--- src/rtl/pwrup_pkg.sv ---
package pwrup_pkg;

    typedef enum logic [2:0] {
        ST_OFF    = 3'd0,
        ST_WAKE   = 3'd1,
        ST_RESET  = 3'd2,
        ST_SETTLE = 3'd3,
        ST_FLASH  = 3'd4,
        ST_HOLD   = 3'd5,
        ST_RUN    = 3'd6
    } pstate_e;

    typedef struct packed {
        pstate_e state;
        logic    run_pulse;
    } seq_regs_t;

endpackage

--- src/rtl/pwrup_tick_timer.sv ---
module pwrup_tick_timer #(
    parameter int unsigned W = 8
) (
    input  logic         clk,
    input  logic         rst_n,
    input  logic         clr,
    input  logic         tick,
    input  logic [W-1:0] limit,
    output logic         done
);
    logic [W-1:0] cnt_d, cnt_q;

    always_comb begin
        done = tick && (cnt_q == limit - 1'b1);
        if (clr)       cnt_d = '0;
        else if (tick) cnt_d = cnt_q + 1'b1;
        else           cnt_d = cnt_q;
    end

    always_ff @(posedge clk or negedge rst_n) begin
        if (!rst_n) cnt_q <= '0;
        else        cnt_q <= cnt_d;
    end

    // a cleared delay restarts from zero
    assert_clr_zero_R3: assert property (@(posedge clk) disable iff (!rst_n)
        clr |=> cnt_q == '0);

endmodule

--- src/rtl/pwrup_wdog.sv ---
module pwrup_wdog #(
    parameter int unsigned LIMIT = 16
) (
    input  logic clk,
    input  logic rst_n,
    input  logic active,
    input  logic restart,
    input  logic tick,
    output logic bite
);
    localparam int unsigned W = $clog2(LIMIT + 1);

    logic [W-1:0] cnt_d, cnt_q;

    always_comb begin
        bite = active && tick && !restart && (cnt_q == W'(LIMIT - 1));
        if (!active || restart) cnt_d = '0;
        else if (tick)          cnt_d = cnt_q + 1'b1;
        else                    cnt_d = cnt_q;
    end

    always_ff @(posedge clk or negedge rst_n) begin
        if (!rst_n) cnt_q <= '0;
        else        cnt_q <= cnt_d;
    end

    assert_restart_clears_R10: assert property (@(posedge clk) disable iff (!rst_n)
        restart |=> cnt_q == '0);

    assert_idle_no_bite_R9: assert property (@(posedge clk) disable iff (!rst_n)
        !active |=> (cnt_q == '0) && !bite);

endmodule

--- src/rtl/pwrup_seq.sv ---
module pwrup_seq
    import pwrup_pkg::*;
#(
    parameter int unsigned T_WAKE     = 200,
    parameter int unsigned T_SETTLE   = 2000,
    parameter int unsigned T_GAP      = 5,
    parameter int unsigned T_HOLD     = 200,
    parameter int unsigned WDOG_TICKS = 320000
) (
    input  logic       clk,
    input  logic       rst_n,
    input  logic       tick,
    input  logic       wake_key,
    input  logic       wake_chg,
    input  logic       wake_alarm,
    input  logic       wake_mrst,
    input  logic       batt_ok,
    input  logic       sleep_req,
    input  logic       sw_sim_en,
    input  logic       sw_flash2_en,
    input  logic       wdog_kick,
    output logic       en_flash1,
    output logic [3:0] en_grp,
    output logic       en_osc,
    output logic       en_sim,
    output logic       en_flash2,
    output logic       sys_rst_n,
    output logic [2:0] state_o,
    output logic       run_pulse
);
    localparam int unsigned TMAX_A = (T_WAKE > T_SETTLE) ? T_WAKE : T_SETTLE;
    localparam int unsigned TMAX_B = (T_GAP > T_HOLD) ? T_GAP : T_HOLD;
    localparam int unsigned TMAX   = (TMAX_A > TMAX_B) ? TMAX_A : TMAX_B;
    localparam int unsigned TW     = $clog2(TMAX + 1);

    seq_regs_t     seq_d, seq_q;
    logic          any_wake;
    logic          tmr_clr, tmr_done, timed;
    logic [TW-1:0] tmr_limit;
    logic          wd_active, wd_restart, wd_bite;
    logic          in_reset_phase;

    assign any_wake = wake_key | wake_chg | wake_alarm | wake_mrst;

    // delay length for the current timed state
    always_comb begin
        timed     = 1'b1;
        tmr_limit = TW'(1);
        case (seq_q.state)
            ST_WAKE:   tmr_limit = TW'(T_WAKE);
            ST_SETTLE: tmr_limit = TW'(T_SETTLE);
            ST_FLASH:  tmr_limit = TW'(T_GAP);
            ST_HOLD:   tmr_limit = TW'(T_HOLD);
            default:   timed     = 1'b0;
        endcase
    end

    // next-state process
    always_comb begin
        seq_d           = seq_q;
        seq_d.run_pulse = 1'b0;
        if (wd_bite) begin
            seq_d.state = ST_OFF;
        end else begin
            case (seq_q.state)
                ST_OFF:    if (any_wake) seq_d.state = ST_WAKE;
                ST_WAKE:   if (tmr_done) seq_d.state = ST_RESET;
                ST_RESET:  if (batt_ok)  seq_d.state = ST_SETTLE;
                ST_SETTLE: if (tmr_done) seq_d.state = ST_FLASH;
                ST_FLASH:  if (tmr_done) seq_d.state = ST_HOLD;
                ST_HOLD: begin
                    if (tmr_done) begin
                        seq_d.state     = ST_RUN;
                        seq_d.run_pulse = 1'b1;
                    end
                end
                ST_RUN:    seq_d.state = ST_RUN;
                default:   seq_d.state = ST_OFF;
            endcase
        end
        tmr_clr = (seq_d.state != seq_q.state) || !timed;
    end

    always_ff @(posedge clk or negedge rst_n) begin
        if (!rst_n) seq_q <= '{state: ST_OFF, run_pulse: 1'b0};
        else        seq_q <= seq_d;
    end

    pwrup_tick_timer #(.W(TW)) i_timer (
        .clk   (clk),
        .rst_n (rst_n),
        .clr   (tmr_clr),
        .tick  (tick),
        .limit (tmr_limit),
        .done  (tmr_done)
    );

    assign wd_active  = (seq_q.state != ST_OFF) && (seq_q.state != ST_WAKE);
    assign wd_restart = seq_q.run_pulse || ((seq_q.state == ST_RUN) && wdog_kick);

    pwrup_wdog #(.LIMIT(WDOG_TICKS)) i_wdog (
        .clk     (clk),
        .rst_n   (rst_n),
        .active  (wd_active),
        .restart (wd_restart),
        .tick    (tick),
        .bite    (wd_bite)
    );

    // output decode
    always_comb begin
        in_reset_phase = (seq_q.state == ST_RESET) || (seq_q.state == ST_SETTLE) ||
                         (seq_q.state == ST_FLASH) || (seq_q.state == ST_HOLD);
        en_flash1 = (seq_q.state == ST_FLASH) || (seq_q.state == ST_HOLD) ||
                    (seq_q.state == ST_RUN);
        en_grp    = {4{(seq_q.state == ST_HOLD) || (seq_q.state == ST_RUN)}};
        sys_rst_n = (seq_q.state == ST_RUN);
        if (in_reset_phase)              en_osc = 1'b1;
        else if (seq_q.state == ST_RUN)  en_osc = !sleep_req;
        else                             en_osc = 1'b0;
        en_sim    = (seq_q.state == ST_RUN) && sw_sim_en;
        en_flash2 = (seq_q.state == ST_RUN) && sw_flash2_en;
        state_o   = seq_q.state;
        run_pulse = seq_q.run_pulse;
    end

    assert_bite_to_off_R9: assert property (@(posedge clk) disable iff (!rst_n)
        wd_bite |=> (state_o == 3'd0) && (en_flash1 == 1'b0) && (en_grp == 4'd0));

    assert_off_stays_R2: assert property (@(posedge clk) disable iff (!rst_n)
        (seq_q.state == ST_OFF) && !any_wake |=> seq_q.state == ST_OFF);

    assert_wait_battery_R4: assert property (@(posedge clk) disable iff (!rst_n)
        (seq_q.state == ST_RESET) && !batt_ok && !wd_bite |=> seq_q.state == ST_RESET);

    assert_group_after_flash_R6: assert property (@(posedge clk) disable iff (!rst_n)
        $rose(en_grp[0]) |-> $past(en_flash1) && (en_grp == 4'hF));

    assert_release_pulse_R7: assert property (@(posedge clk) disable iff (!rst_n)
        $rose(sys_rst_n) |-> run_pulse && ($past(seq_q.state) == ST_HOLD));

    assert_osc_forced_R8: assert property (@(posedge clk) disable iff (!rst_n)
        in_reset_phase |-> en_osc);

endmodule

--- config.mk ---
export PLATFORM = sky130hd
export DESIGN_NAME = pwrup_seq
export DESIGN_NICKNAME = d
export VERILOG_FILES = /design/src/rtl/pwrup_pkg.sv /design/src/rtl/pwrup_tick_timer.sv /design/src/rtl/pwrup_wdog.sv /design/src/rtl/pwrup_seq.sv
export SDC_FILE = /design/constraint.sdc
export NUM_CORES = 1
export LEC_CHECK = 0
export ABC_AREA = 1
export BUFFER_PORTS_ARGS = -buffer_cell sky130_fd_sc_hd__buf_2
export CORE_MARGIN = 5
export CORE_UTILIZATION = 50
export DETAILED_ROUTE_END_ITERATION = 10
export HOLD_SLACK_MARGIN = 0.06
export PLACE_DENSITY = 0.77
export SLEW_MARGIN = 5
export SYNTH_ARGS = -nofsm -noshare
export SYNTH_HDL_FRONTEND = slang
export SYNTH_HIERARCHICAL = 1
export SYNTH_SLANG_ARGS = --single-unit
--- constraint.sdc ---
create_clock -name clk -period 8.1 [get_ports clk]
set_input_delay 1.215 -clock clk [delete_from_list [all_inputs] [get_ports clk]]
set_output_delay 1.215 -clock clk [all_outputs]
set_load 0.1 [all_outputs]
======== After elaboration in Yosys (flattened, before gate mapping) ========
Cells that the tools add are included.
operators by class
  add/sub/neg operators ................... 3
  equal/unequal tests ..................... 10
  mux-type cells .......................... 18
  bitwise logic cells ..................... 3
  reduce and logical (&&, ||, !) cells .... 27
operators with widths
  cell                                                    number
  2-to-1 mux 19 bit                                       2
  case mux 11 bit (3 select lines)                        1
  2-to-1 mux 11 bit                                       2
  case mux 3 bit (7 select lines)                         1
  adder 19 x 1 -> 19 bit (second input constant)          1
  == test 19 bit (second input constant)                  1
  2-to-1 mux 3 bit                                        6
  adder 11 x 1 -> 11 bit (second input constant)          1
  == test 11 bit                                          1
  subtractor 11 x 1 -> 11 bit (second input constant)     1
  == test 3 bit (second input constant)                   3
  logical OR 1 bit                                        9
  logical AND 1 bit                                       8
  == test 3 x 2 -> 1 bit (second input constant)          2
  2-to-1 mux 1 bit                                        5
  logical NOT 1 bit                                       4
  2-to-1 mux 4 bit                                        1
  nonzero test 2 bit                                      2
  OR reduction 4 bit                                      1
  == test 3 x 1 -> 1 bit (second input constant)          1
  logical NOT 3 bit                                       1
  inequality test 3 x 1 -> 1 bit (second input constant)  1
  inequality test 3 bit                                   1
  OR 1 bit                                                3
  other kinds (2)                                         2
word-level totals
  register bits ........................... 34
  input port bits ......................... 12
  output and inout port bits .............. 13

======== Depth between registers and ports, before layout ========
Gate-level depths: netlist (run 1).
  depth in word-level cells ............... 12
  mapped depth ............................ 29

======== Hierarchy ========
The synthesis (run 1) kept the hierarchy.
by module, submodules not included
  module            instances  cells each  area each (µm²)  seq. area each (µm²)
  pwrup_wdog        1          165         1146.1           475.5
  pwrup_tick_timer  1          157         980.9            275.3
  pwrup_seq         1          68          387.9            100.1

======== Worst setup path before layout (run 1) ========
Ideal clock, no wire load.
  path type ............................... register to output
  start point ............................. reg seq_q, in the netlist state_o[1]
  end point ............................... out en_osc
  arrival time ............................ 4.881 ns
  required time ........................... 6.885 ns
  slack ................................... 2.004 ns
  stages on the path, launching flop included .. 5
  buffers on the path ..................... 0
  cell sequence ........................... dfrtp_1 -> nand2_2 -> nor2_1 -> inv_1 -> o21ai_0
RTL lines
  element                 RTL line          text
  from (decl)             pwrup_seq.sv:36   seq_regs_t seq_d, seq_q;
  from (signal assigned)  pwrup_seq.sv:85   if (!rst_n) seq_q <= '{state: ST_OFF, run_pulse: 1'b0};
  from (signal assigned)  pwrup_seq.sv:86   else seq_q <= seq_d;
  == test 3 bit           n/a
  via sys_rst_n           pwrup_seq.sv:27   output logic sys_rst_n,
  2-to-1 mux 1 bit        pwrup_seq.sv:119  else if (seq_q.state == ST_RUN) en_osc = !sleep_req;
  2-to-1 mux 1 bit        pwrup_seq.sv:118  if (in_reset_phase) en_osc = 1'b1;
  to (decl)               pwrup_seq.sv:24   output logic en_osc,
The timed path passes the listed nets, and every way through them passes these cells.

======== Worst setup path after layout (run 1) ========
  start point ............................. reg seq_q, in the netlist state_o[1]
  end point ............................... reg i_timer.cnt_q[9]
between the ends
  longest elaborated chain between the ends .. 12
RTL lines
  element                                                         RTL line                text
  == test 3 bit / == test 3 x 1 -> 1 bit (equally long branches)  pwrup_seq.sv:49         case (seq_q.state)
  OR reduction 2 bit (no line)                                    n/a
  case mux 11 bit (3 select lines) *                              pwrup_seq.sv:49
  via tmr_limit[10]                                               pwrup_seq.sv:39         logic [TW-1:0] tmr_limit;
  subtractor 11 x 1 -> 11 bit *                                   pwrup_tick_timer.sv:14  done = tick && (cnt_q == limit - 1'b1);
  == test 11 bit *                                                pwrup_tick_timer.sv:14
  logical AND 1 bit *                                             pwrup_tick_timer.sv:14
  via tmr_done                                                    pwrup_seq.sv:38         logic tmr_clr, tmr_done, timed;
  2-to-1 mux 4 bit, or another cell as far along                  pwrup_seq.sv:72         if (tmr_done) begin
  case mux 3 bit (7 select lines) *                               pwrup_seq.sv:65         case (seq_q.state)
  2-to-1 mux 3 bit *                                              pwrup_seq.sv:62         if (wd_bite) begin
  inequality test 3 bit *                                         pwrup_seq.sv:81         tmr_clr = (seq_d.state != seq_q.state) || !timed;
  logical OR 1 bit *                                              pwrup_seq.sv:81
  via tmr_clr                                                     pwrup_seq.sv:38
  2-to-1 mux 11 bit / nonzero test 2 bit (equally long branches)  n/a
  to (signal assigned)                                            pwrup_tick_timer.sv:22  else cnt_q <= cnt_d;
  to (decl)                                                       pwrup_tick_timer.sv:11  logic [W-1:0] cnt_d, cnt_q;
The timed path passes the listed nets; every way through them passes the cells marked *.
A chain may end at the register's enable or synchronous reset.

==> out/results.txt, run 1 <==
R2R cell count -> 23
Clock transition at the registers of the reported paths -> 0.07 ns
DR vias -> 2399
Initial Utilization -> 52.2%
H-Tree Depth -> 2
Total power -> 0.428 mW
Initial antenna violation count -> 0
RSZ-0062 raised after global routing -> false
GPL Wtd Cong -> 0.925
Largest cells by area after synthesis -> dfrtp_1, nand2_1, nor2_1, inv_1, nand3_1
Outcome -> complete, no violations
Worst Hold Path Cells -> 1
Commonest non-fill, non-tap cell in the layout -> nand2_1
Post-CTS Hold Buffers -> 0
Post-CTS resize count -> 0
CP Max Fanout -> 8
EDFF count, synth -> 0
DRC -> 0
Hold path start -> i_wdog/cnt_q[4]
Final Max Tran Viols -> 0
Antenna-violating nets left -> 0
Synth top area share -> 33.8%
Root Driver -> clkbuf_8
Min-Delay Path Class -> register to register
Die area -> 6550 µm²
Final wirelength -> 5250 µm
Source of the critical timing path -> state_o[1]
Fmax -> 0.272 GHz
Placed wire-length estimate -> 4150 µm
Worst IR Drop VDD -> 0.0874 mV
Ys async rst share -> 100%
Pwr Density -> 152 nW/µm²
Post-DP Area -> 2710 µm²
Die width -> 80.9 µm
CTS tree -> yes
Design Area, Final -> 2820 µm²
Postcts setup bufs -> 0
DR WL/cell -> 10.7 µm
WS Path Type -> register to register
Die Y -> 80.9 µm
Core area -> 4820 µm²
Setup WS post-layout -> 4.42 ns
Post-synth top flop -> dfrtp_1
ANT cells -> 0
Largest net degree at the start of global routing -> 35
Worst path required time -> 8.28 ns
CP Launch Type -> register
Seq/Total Area, Yosys -> 33.8%
Clock Skews -> 0.0101 ns
Cell Area, Synth -> 2510 µm²
Setup WS pre-CTS -> 4.28 ns
Worst-Skew Late Latency -> 0.29 ns
Minimum clock period -> 3.68 ns
First-pass GRT wire length -> 9690 µm
Via density -> 4.90
Initial DRC count -> 175
Vias in the first global route -> 2282
MaxCap Viol Count -> 0
Final Cycle Share -> 45.4%
Final Hold Violating Endpoints -> 0
All-layer global routing usage -> 18.6%
CTS Sinks -> 34
# setup viols final -> 0
Reg2reg start -> state_o[1]
Clock Path Buffers -> 2
#FFs+latches synth -> 34
Arrival time at the worst endpoint -> 3.86 ns
Synth Instances -> 390
Yosys top cell by area -> dfrtp_1
CTS Buf Count -> 5
Final net count -> 438
Setup TNS -> 0 ns
Top Ports -> 25
CP Capture Type -> register
Worst-margin pin slew -> 0.759 ns
Synth Warn # -> 6
Leakage -> 1.38 nW
Detailed Routing Iterations Pass 1 -> 4
Port Buffers -> 24
Yosys cell types -> 30
Max-slew headroom -> 49.4%
Layout cell share with drive strength beyond 1 -> 13.9%
Synth-to-Final Area Change -> 12.1%
Grt ovf -> 0
Row count -> 25
Fin Hold WS -> 0.510 ns
Leading cell types in the layout, fill and taps excluded -> nand2_1, nor2_1, inv_1
Mean area per synthesized cell -> 6.45 µm²
cell type report:
class | count | area (µm²)
Fill cell | 501 | 2000
Multi-Input combinational cell | 295 | 1420
Sequential cell | 34 | 851
Inverter | 61 | 229
Timing Repair Buffer | 25 | 128
Tap cell | 67 | 83.8
Clock buffer | 7 | 76.3
Clock inverter | 1 | 30.0
cell usage after synthesis (all sizes together), types with 2 or more instances:
cell type and n:
buf 5, nand2 107, nor2 75, ha 4, nand4 6, a21oi 18
inv 60, nand3 34, xnor2 2, o21ai 18, nor3 13, dfrtp 34
o21bai 3, xor2 3
routing by layer:
metal	track usage [%]	vias up	wire, µm
met2	32.9	43	2540
li1	-	1277	-
met1	22.1	1070	2410
met4	6.76	0	90
met5	0	-	0
met3	3.99	9	207
kinds of logic after synthesis:
kind of cell	Yosys count	share of synthesized area, %
and+or+nand+nor	238	42.5
AOI/OAI and AO/OA	42	9.40
other	1	0.149
xor gates and xnor gates	5	1.74
buffers and inverters	66	10.4
DFF	34	33.8
adders and majority gates	4	1.99
report_power, final:
part	leakage, nW	switching, mW	internal (mW)
clock network	0.0524	0.0605	0.0920
logic	0.870	0.0479	0.0268
registers	0.457	0.0173	0.184
total	1.38	0.126	0.303
path summary, 6_finish.rpt:
check	to	slack, ns
worst max-delay path	i_timer/cnt_q[9]	4.42
worst min-delay path	i_wdog/cnt_q[4]	0.51
worst max register to register	i_timer/cnt_q[9]	4.42
worst min register to register	i_wdog/cnt_q[4]	0.51
max in group asynchronous	i_wdog/cnt_q[11]	6.62
min in group asynchronous	i_timer/cnt_q[9]	0.99
sequential cells by signal (all words and copies together), names as in the netlist:
register,flops
i_timer/cnt_q,11
state_o,3
run_pulse,1
i_wdog/cnt_q,19
worst max-delay path, stage by stage, from the launching register on:
cell,delay (ns)
dfrtp_1,0.48
nand2_1,0.17
nor2_1,0.51
nor2_1,0.18
nand2_1,0.12
o21ai_0,0.07
nand2_1,0.12
nor2_1,0.04
nor2_1,0.11
nand3_1,0.09
nor2_1,0.25
inv_1,0.11
a21oi_1,0.20
nor2_1,0.07
nor2_1,0.09
nor2_1,0.05
nand3_2,0.12
nor2_2,0.08
nor3_4,0.17
nand3_2,0.10
inv_2,0.08
nand3_2,0.09
o21ai_0,0.19
nor2_1,0.07
metrics by stage:
stage	std cells	utilization, %
final	490	58.5
after global routing	490	58.5
after CTS	490	58.5
after detailed placement	482	56.3
after global placement	482	56.3
after floorplan	395	-
Note: power is estimated with default switching activity, not from simulation.
==> inputs of run 2 (changes only) <==
- ABC_AREA: 1 -> 0
- PLACE_DENSITY: 0.77 -> 0.78
- clock period: 8.1 -> 3.5 ns (I/O delays scaled with it)
==> out/results.txt, run 2 <==
Outcome -> complete, no violations (unchanged)
CP Launch Type -> register (unchanged)
H-Tree Depth -> 2 (unchanged)
Seq/Total Area, Yosys -> 37.9% (was 33.8%)
Dpl cells -> 318 (was 482)
Pwr Density -> 646 nW/µm² (was 152 nW/µm²)
Min-Delay Path Class -> primary input to async pin (was register to register)
Top Ports -> 25 (unchanged)
Clock transition at the registers of the reported paths -> 0.07 ns (about the same)
EDFF count, synth -> 0 (unchanged)
Postcts setup bufs -> 0 (unchanged)
Initial antenna violation count -> 0 (unchanged)
Port Buffers -> 24 (unchanged)
Worst path required time -> 3.68 ns (was 8.28 ns)
MaxCap Viol Count -> 0 (unchanged)
Post-synth top flop -> dfrtp_1 (unchanged)
All-layer global routing usage -> 16.3% (was 18.6%)
Initial Utilization -> 51.6% (was 52.2%)
Minimum clock period -> 3.29 ns (was 3.68 ns)
Worst-Skew Late Latency -> 0.29 ns (about the same)
CP max stage cell -> or4_4 (was nor2_1)
Final std cells w/o fill -> 326 (was 490)
Final Hold Violating Endpoints -> 0 (unchanged)
Cell Area, Synth -> 2250 µm² (was 2510 µm²)
Worst-margin pin slew -> 0.754 ns (was 0.759 ns)
CP Max Fanout -> 11 (was 8)
Commonest non-fill, non-tap cell in the layout -> nor2_1 (was nand2_1)
Detailed Routing Iterations Pass 1 -> 4 (unchanged)
Synth top area share -> 37.9% (was 33.8%)
Grt ovf -> 0 (unchanged)
Die width -> 77.0 µm (was 80.9 µm)
Die Y -> 77.0 µm (was 80.9 µm)
Final Cycle Share -> 94.1% (was 45.4%)
Largest cells by area after synthesis -> dfrtp_1, xor2_1, nor2_1, xnor2_1, nand4_1 (was dfrtp_1, nand2_1, nor2_1, inv_1, nand3_1)
Reg2reg start -> state_o[2] (was state_o[1])
P_int -> 0.821 mW (was 0.303 mW)
Post-DP Area -> 2400 µm² (was 2710 µm²)
ANT cells -> 0 (unchanged)
Initial DRC count -> 143 (was 175)
Placed wire-length estimate -> 3210 µm (was 4150 µm)
Antenna-violating nets left -> 0 (unchanged)
Die area -> 5940 µm² (was 6550 µm²)
Design Area, Final -> 2500 µm² (was 2820 µm²)
Synth-to-Final Area Change -> 11.1% (was 12.1%)
Most flops, register -> i_wdog/cnt_q (unchanged)
Reg2reg setup slack -> 0.21 ns (was 4.42 ns)
Synth Warn # -> 6 (unchanged)
Ys async rst share -> 100% (unchanged)
Largest net degree at the start of global routing -> 35 (unchanged)
Yosys top cell by area -> dfrtp_1 (unchanged)
Yosys cell types -> 47 (was 30)
CP Capture Type -> register (unchanged)
First-pass GRT wire length -> 8000 µm (was 9690 µm)
Worst IR Drop VDD -> 0.371 mV (was 0.0874 mV)
GPL Wtd Cong -> 0.831 (was 0.925)
Total power -> 1.61 mW (was 0.428 mW)
Layout cell share with drive strength beyond 1 -> 17.5% (was 13.9%)
DR WL/cell -> 13.9 µm (was 10.7 µm)
Root Driver -> clkbuf_8 (unchanged)
Fmax -> 0.304 GHz (was 0.272 GHz)
#FFs+latches synth -> 34 (unchanged)
Final net count -> 289 (was 438)
Clock Path Buffers -> 2 (unchanged)
Sw Pwr -> 0.791 mW (was 0.126 mW)
Mean area per synthesized cell -> 9.02 µm² (was 6.45 µm²)
Most common cell in the netlist -> nor2_1 (was nand2_1)
Most instantiated cells after synthesis -> nor2_1, dfrtp_1, xor2_1 (was nand2_1, nor2_1, inv_1)
Final wirelength -> 4530 µm (was 5250 µm)
R2R cell count -> 12 (was 23)
Row count -> 24 (was 25)
Vias in the first global route -> 1753 (was 2282)
Max-slew headroom -> 49.8% (was 49.4%)
Final Max Tran Viols -> 0 (unchanged)
CTS tree -> yes (unchanged)
Max reg flops -> 19 (unchanged)
CTS Sinks -> 34 (unchanged)
Crit path top cell by count -> inv_1 (was nor2_1)
Arrival time at the worst endpoint -> 3.47 ns (was 3.86 ns)
Reg-to-reg endpoint -> state_o[0] (was i_timer/cnt_q[9])
Fillers -> 367 (was 501)
CTS Buf Count -> 5 (unchanged)
Clock power frac -> 18.0% (was 35.6%)
CP Cell Sequence -> nand2_1 -> and2_2 -> inv_1 -> inv_1 -> ha_1 -> nand2b_1 -> o31a_2 -> or4_4 -> a2111oi_2 -> and2_1 -> a211oi_1 -> and3_1 (was nand2_1 -> nor2_1 -> nor2_1 -> nand2_1 -> o21ai_0 -> nand2_1 -> nor2_1 -> nor2_1 -> nand3_1 -> nor2_1 -> inv_1 -> a21oi_1 -> nor2_1 -> nor2_1 -> nor2_1 -> nand3_2 -> nor2_2 -> nor3_4 -> nand3_2 -> inv_2 -> nand3_2 -> o21ai_0 -> nor2_1)
Fin Hold WS -> 0.299 ns (was 0.510 ns)
DRC -> 0 (unchanged)
Max incr delay on CP -> 0.53 ns (was 0.51 ns)
Synth Instances -> 249 (was 390)
Via density -> 5.60 (was 4.90)
Register share of total power -> 36.1% (was 47.0%)
Switching share of power -> 49.0% (was 29.3%)
DR vias -> 1824 (was 2399)
Clock Skews -> 0.00403 ns (was 0.0101 ns)
# setup viols final -> 0 (unchanged)
Leading cell types in the layout, fill and taps excluded -> nor2_1, dfrtp_1, xor2_1, buf_2, nand2_1 (was nand2_1, nor2_1, inv_1)
Combinational Power Share -> 46.0% (was 17.4%)
WS Path Type -> register to register (unchanged)
Leakage -> 1.11 nW (was 1.38 nW)
Core area -> 4350 µm² (was 4820 µm²)
==> run 2: cell count changes in the layout (fill, tap and decap cells not counted), moves of 12 or more <==
cell	change
a21oi_1	-12
inv_1	-51
nand2_1	-85
nand3_1	-18
nor2_1	-31
o21ai_0	-14
xor2_1	+21
==> run 2: routing by layer <==
metal	GRT usage (%)	vias up	part of all wire [%]
met5	0	-	0
met4	5.33	0	1.4
met3	5.74	9	6.6
met2	26.1	46	48
met1	20.3	858	44
li1	-	911	-
==> run 2: power groups by stage <==
| stage | combinational (mW) | clock (mW) | sequential, mW |
|---|---|---|---|
| global route | 0.792 | 0.316 | 0.600 |
| finish | 0.741 | 0.290 | 0.581 |
| floorplan | 0.619 | 0 | 0.601 |
| detailed placement | 0.737 | 0 | 0.588 |
| global placement | 0.728 | 0 | 0.584 |
| CTS | 0.740 | 0.293 | 0.582 |
==> run 2: cell type report <==
class / instances / area (µm²) / share of cell area, %
Clock inverter: 2 / 13.8 / 0.551
Inverter: 5 / 18.8 / 0.752
Sequential cell: 34 / 857 / 34.3
Multi-Input combinational cell: 202 / 1340 / 53.7
Tap cell: 52 / 65.1 / 2.61
Clock buffer: 6 / 72.6 / 2.91
Timing Repair Buffer: 25 / 128 / 5.11
==> run 2: how the worst max path moves through the flow <==
stage / start / end / slack [ns]
final: state_o[2] / state_o[0] / 0.21
after global placement: state_o[2] / state_o[0] / 0.38
after detailed placement: state_o[2] / i_timer/cnt_q[5] / 0.23
after floorplan: state_o[2] / i_timer/cnt_q[0] / 0.03
after CTS: state_o[2] / i_timer/cnt_q[5] / 0.20
after global routing: state_o[2] / state_o[0] / -0.01
==> run 2: cells by family after synthesis <==
family	synth area share [%]
simple gates	33.6
xor+xnor	13.3
flops	37.9
compound gates	7.35
buf+inv	3.79
fa+ha+maj	2.23
mux	1.78
other cells	0.167
==> run 2: what timing repair did <==
| item | 4_1_cts | 5_1_grt |
|---|---|---|
| setup endpoints to repair | 0 | 14 |
| hold buffers | 0 | 0 |
| gates resized for setup | 0 | 3 |
==> run 2: metrics by stage <==
step / utilization [%] / setup TNS [ns] / setup slack [ns]
6_report: 57.3 / 0 / 0.206
5_1_grt: 57.3 / -0.0133 / -0.0132
4_1_cts: 57.1 / 0 / 0.195
3_5_place_dp: 55.1 / 0 / 0.231
3_3_place_gp: 55.1 / 0 / 0.377
2_1_floorplan: - / 0 / 0.0309
==> run 2: critical path, delay by kind of cell (launching register included) <==
kind | cells | cell delay [ns]
buffers and inverters | 2 | 0.21
AND/OR/NAND/NOR | 6 | 1.54
flip-flops | 1 | 0.47
AO/OA/AOI/OAI | 3 | 0.77
adder cells (fa/ha/maj) | 1 | 0.20
==> inputs of run 3 (changes only) <==
- CORE_UTILIZATION: 50 -> 58
- PLACE_DENSITY: 0.78 -> 0.87
==> out/results.txt, run 3 (synthesis gave the netlist of run 2 again) <==
WS Path Type -> register to register (unchanged)
Final net count -> 290 (was 289)
Clock Skews -> 0.00968 ns (was 0.00403 ns)
All-layer global routing usage -> 19.2% (was 16.3%)
Initial Utilization -> 60.5% (was 51.6%)
CP Max Fanout -> 11 (unchanged)
Row count -> 22 (was 24)
Top delay family on crit path -> simple AND/OR/NAND/NOR gates (unchanged)
Crit path buffers/inverters -> 1 (was 2)
Clock Path Buffers -> 2 (unchanged)
CTS Sinks -> 34 (unchanged)
Via density -> 5.76 (was 5.60)
Reg2reg setup slack -> 0.24 ns (was 0.21 ns)
Setup TNS -> 0 ns (unchanged)
Initial antenna violation count -> 0 (unchanged)
First-pass GRT wire length -> 8060 µm (was 8000 µm)
Pwr Density -> 673 nW/µm² (was 646 nW/µm²)
Final Util -> 67.8% (was 57.3%)
Die area -> 5220 µm² (was 5940 µm²)
Layout cell share with drive strength beyond 1 -> 17.5% (unchanged)
Clock transition at the registers of the reported paths -> 0.07 ns (about the same)
Fmax -> 0.307 GHz (was 0.304 GHz)
Worst-margin pin slew -> 0.756 ns (was 0.754 ns)
Grt ovf -> 0 (unchanged)
Die Y -> 72.2 µm (was 77.0 µm)
Setup WS pre-CTS -> 0.261 ns (was 0.231 ns)
Placed wire-length estimate -> 3250 µm (was 3210 µm)
DRC -> 0 (unchanged)
Leakage -> 1.13 nW (was 1.11 nW)
CP max stage cell -> or4_4 (unchanged)
Worst IR Drop VDD -> 0.371 mV (about the same)
Total power -> 1.69 mW (was 1.61 mW)
Post-DP Area -> 2400 µm² (about the same)
CTS tree -> yes (unchanged)
Leading cell types in the layout, fill and taps excluded -> nor2_1, dfrtp_1, xor2_1, buf_2, nand2_1 (unchanged)
Final std cells w/o fill -> 322 (was 326)
Setup WS post-layout -> 0.244 ns (was 0.206 ns)
GPL Wtd Cong -> 0.855 (was 0.831)
Final Hold Violating Endpoints -> 0 (unchanged)
MaxCap Viol Count -> 0 (unchanged)
CTS Buf Count -> 5 (unchanged)
Port Buffers -> 24 (unchanged)
Max-slew headroom -> 49.6% (was 49.8%)
Postcts setup bufs -> 0 (unchanged)
Arrival time at the worst endpoint -> 3.43 ns (was 3.47 ns)
CP Launch Type -> register (unchanged)
Top Ports -> 25 (unchanged)
Outcome -> complete, no violations (unchanged)
Minimum clock period -> 3.26 ns (was 3.29 ns)
Design Area, Final -> 2520 µm² (was 2500 µm²)
H-Tree Depth -> 2 (unchanged)
Min-Delay Path Class -> primary input to async pin (unchanged)
Synth-to-Final Area Change -> 12.1% (was 11.1%)
Die width -> 72.2 µm (was 77.0 µm)
Core area -> 3720 µm² (was 4350 µm²)
CP Capture Type -> register (unchanged)
Antenna-violating nets left -> 0 (unchanged)
Worst path required time -> 3.67 ns (was 3.68 ns)
Dpl cells -> 315 (was 318)
Final Cycle Share -> 93.0% (was 94.1%)
Max reg flops -> 19 (unchanged)
Most flops, register -> i_wdog/cnt_q (unchanged)
Max incr delay on CP -> 0.53 ns (about the same)
DR WL/cell -> 14.4 µm (was 13.9 µm)
Worst path depth -> 11 (was 12)
Root Driver -> clkbuf_8 (unchanged)
Fin Hold WS -> 0.300 ns (was 0.299 ns)
R2R cell count -> 11 (was 12)
Commonest non-fill, non-tap cell in the layout -> nor2_1 (unchanged)
Final Max Tran Viols -> 0 (unchanged)
DR vias -> 1854 (was 1824)
Detailed Routing Iterations Pass 1 -> 4 (unchanged)
Worst-Skew Late Latency -> 0.29 ns (about the same)
Initial DRC count -> 194 (was 143)
# setup viols final -> 0 (unchanged)
ANT cells -> 0 (unchanged)
Largest net degree at the start of global routing -> 35 (unchanged)
Vias in the first global route -> 1798 (was 1753)
Final wirelength -> 4630 µm (was 4530 µm)
CP Cell Sequence -> nand2_1 -> and2_2 -> inv_1 -> nor3_1 -> xnor2_1 -> nand4_1 -> or4_4 -> a2111oi_2 -> and2_1 -> a211oi_1 -> and3_1 (was nand2_1 -> and2_2 -> inv_1 -> inv_1 -> ha_1 -> nand2b_1 -> o31a_2 -> or4_4 -> a2111oi_2 -> and2_1 -> a211oi_1 -> and3_1)
-- run 3: area by class of cell --
| class | instances | area, µm² |
|---|---|---|
| tap | 48 | 60.1 |
| clock inverter | 1 | 30.0 |
| timing repair buffer | 26 | 135 |
| clock buffer | 6 | 82.6 |
| fill | 280 | 1200 |
| sequential | 34 | 857 |
| inverter | 5 | 18.8 |
| multi-input combinational | 202 | 1340 |
-- run 3: routing by layer --
layer,global-route usage [%],wire length (µm),vias to the layer above
met4,6.47,41,0
li1,-,-,915
met2,31.3,2220,50
met3,4.99,271,6
met1,24.7,2090,883
met5,0,0,-
-- run 3: what timing repair did --
item                                   CTS  global route
resized for setup                        0             2
hold buffers                             0             0
endpoints found under the hold margin    0             0
setup endpoints to repair                0            13
-- run 3: worst paths after layout --
| check | startpoint | endpoint |
|---|---|---|
| setup reg to reg | state_o[2] | state_o[0] |
| hold / removal | rst_n | i_wdog/cnt_q[14] |
| min in group clk | i_wdog/cnt_q[6] | i_wdog/cnt_q[6] |
| setup / recovery | state_o[2] | state_o[0] |
| hold reg to reg | i_wdog/cnt_q[6] | i_wdog/cnt_q[6] |
| max in group asynchronous | rst_n | state_o[0] |
-- run 3: power by group --
part	total, mW	switching, mW	internal (mW)
Clock	0.372	0.145	0.228
Combinational	0.742	0.536	0.207
Sequential	0.580	0.105	0.475
Total	1.69	0.786	0.909
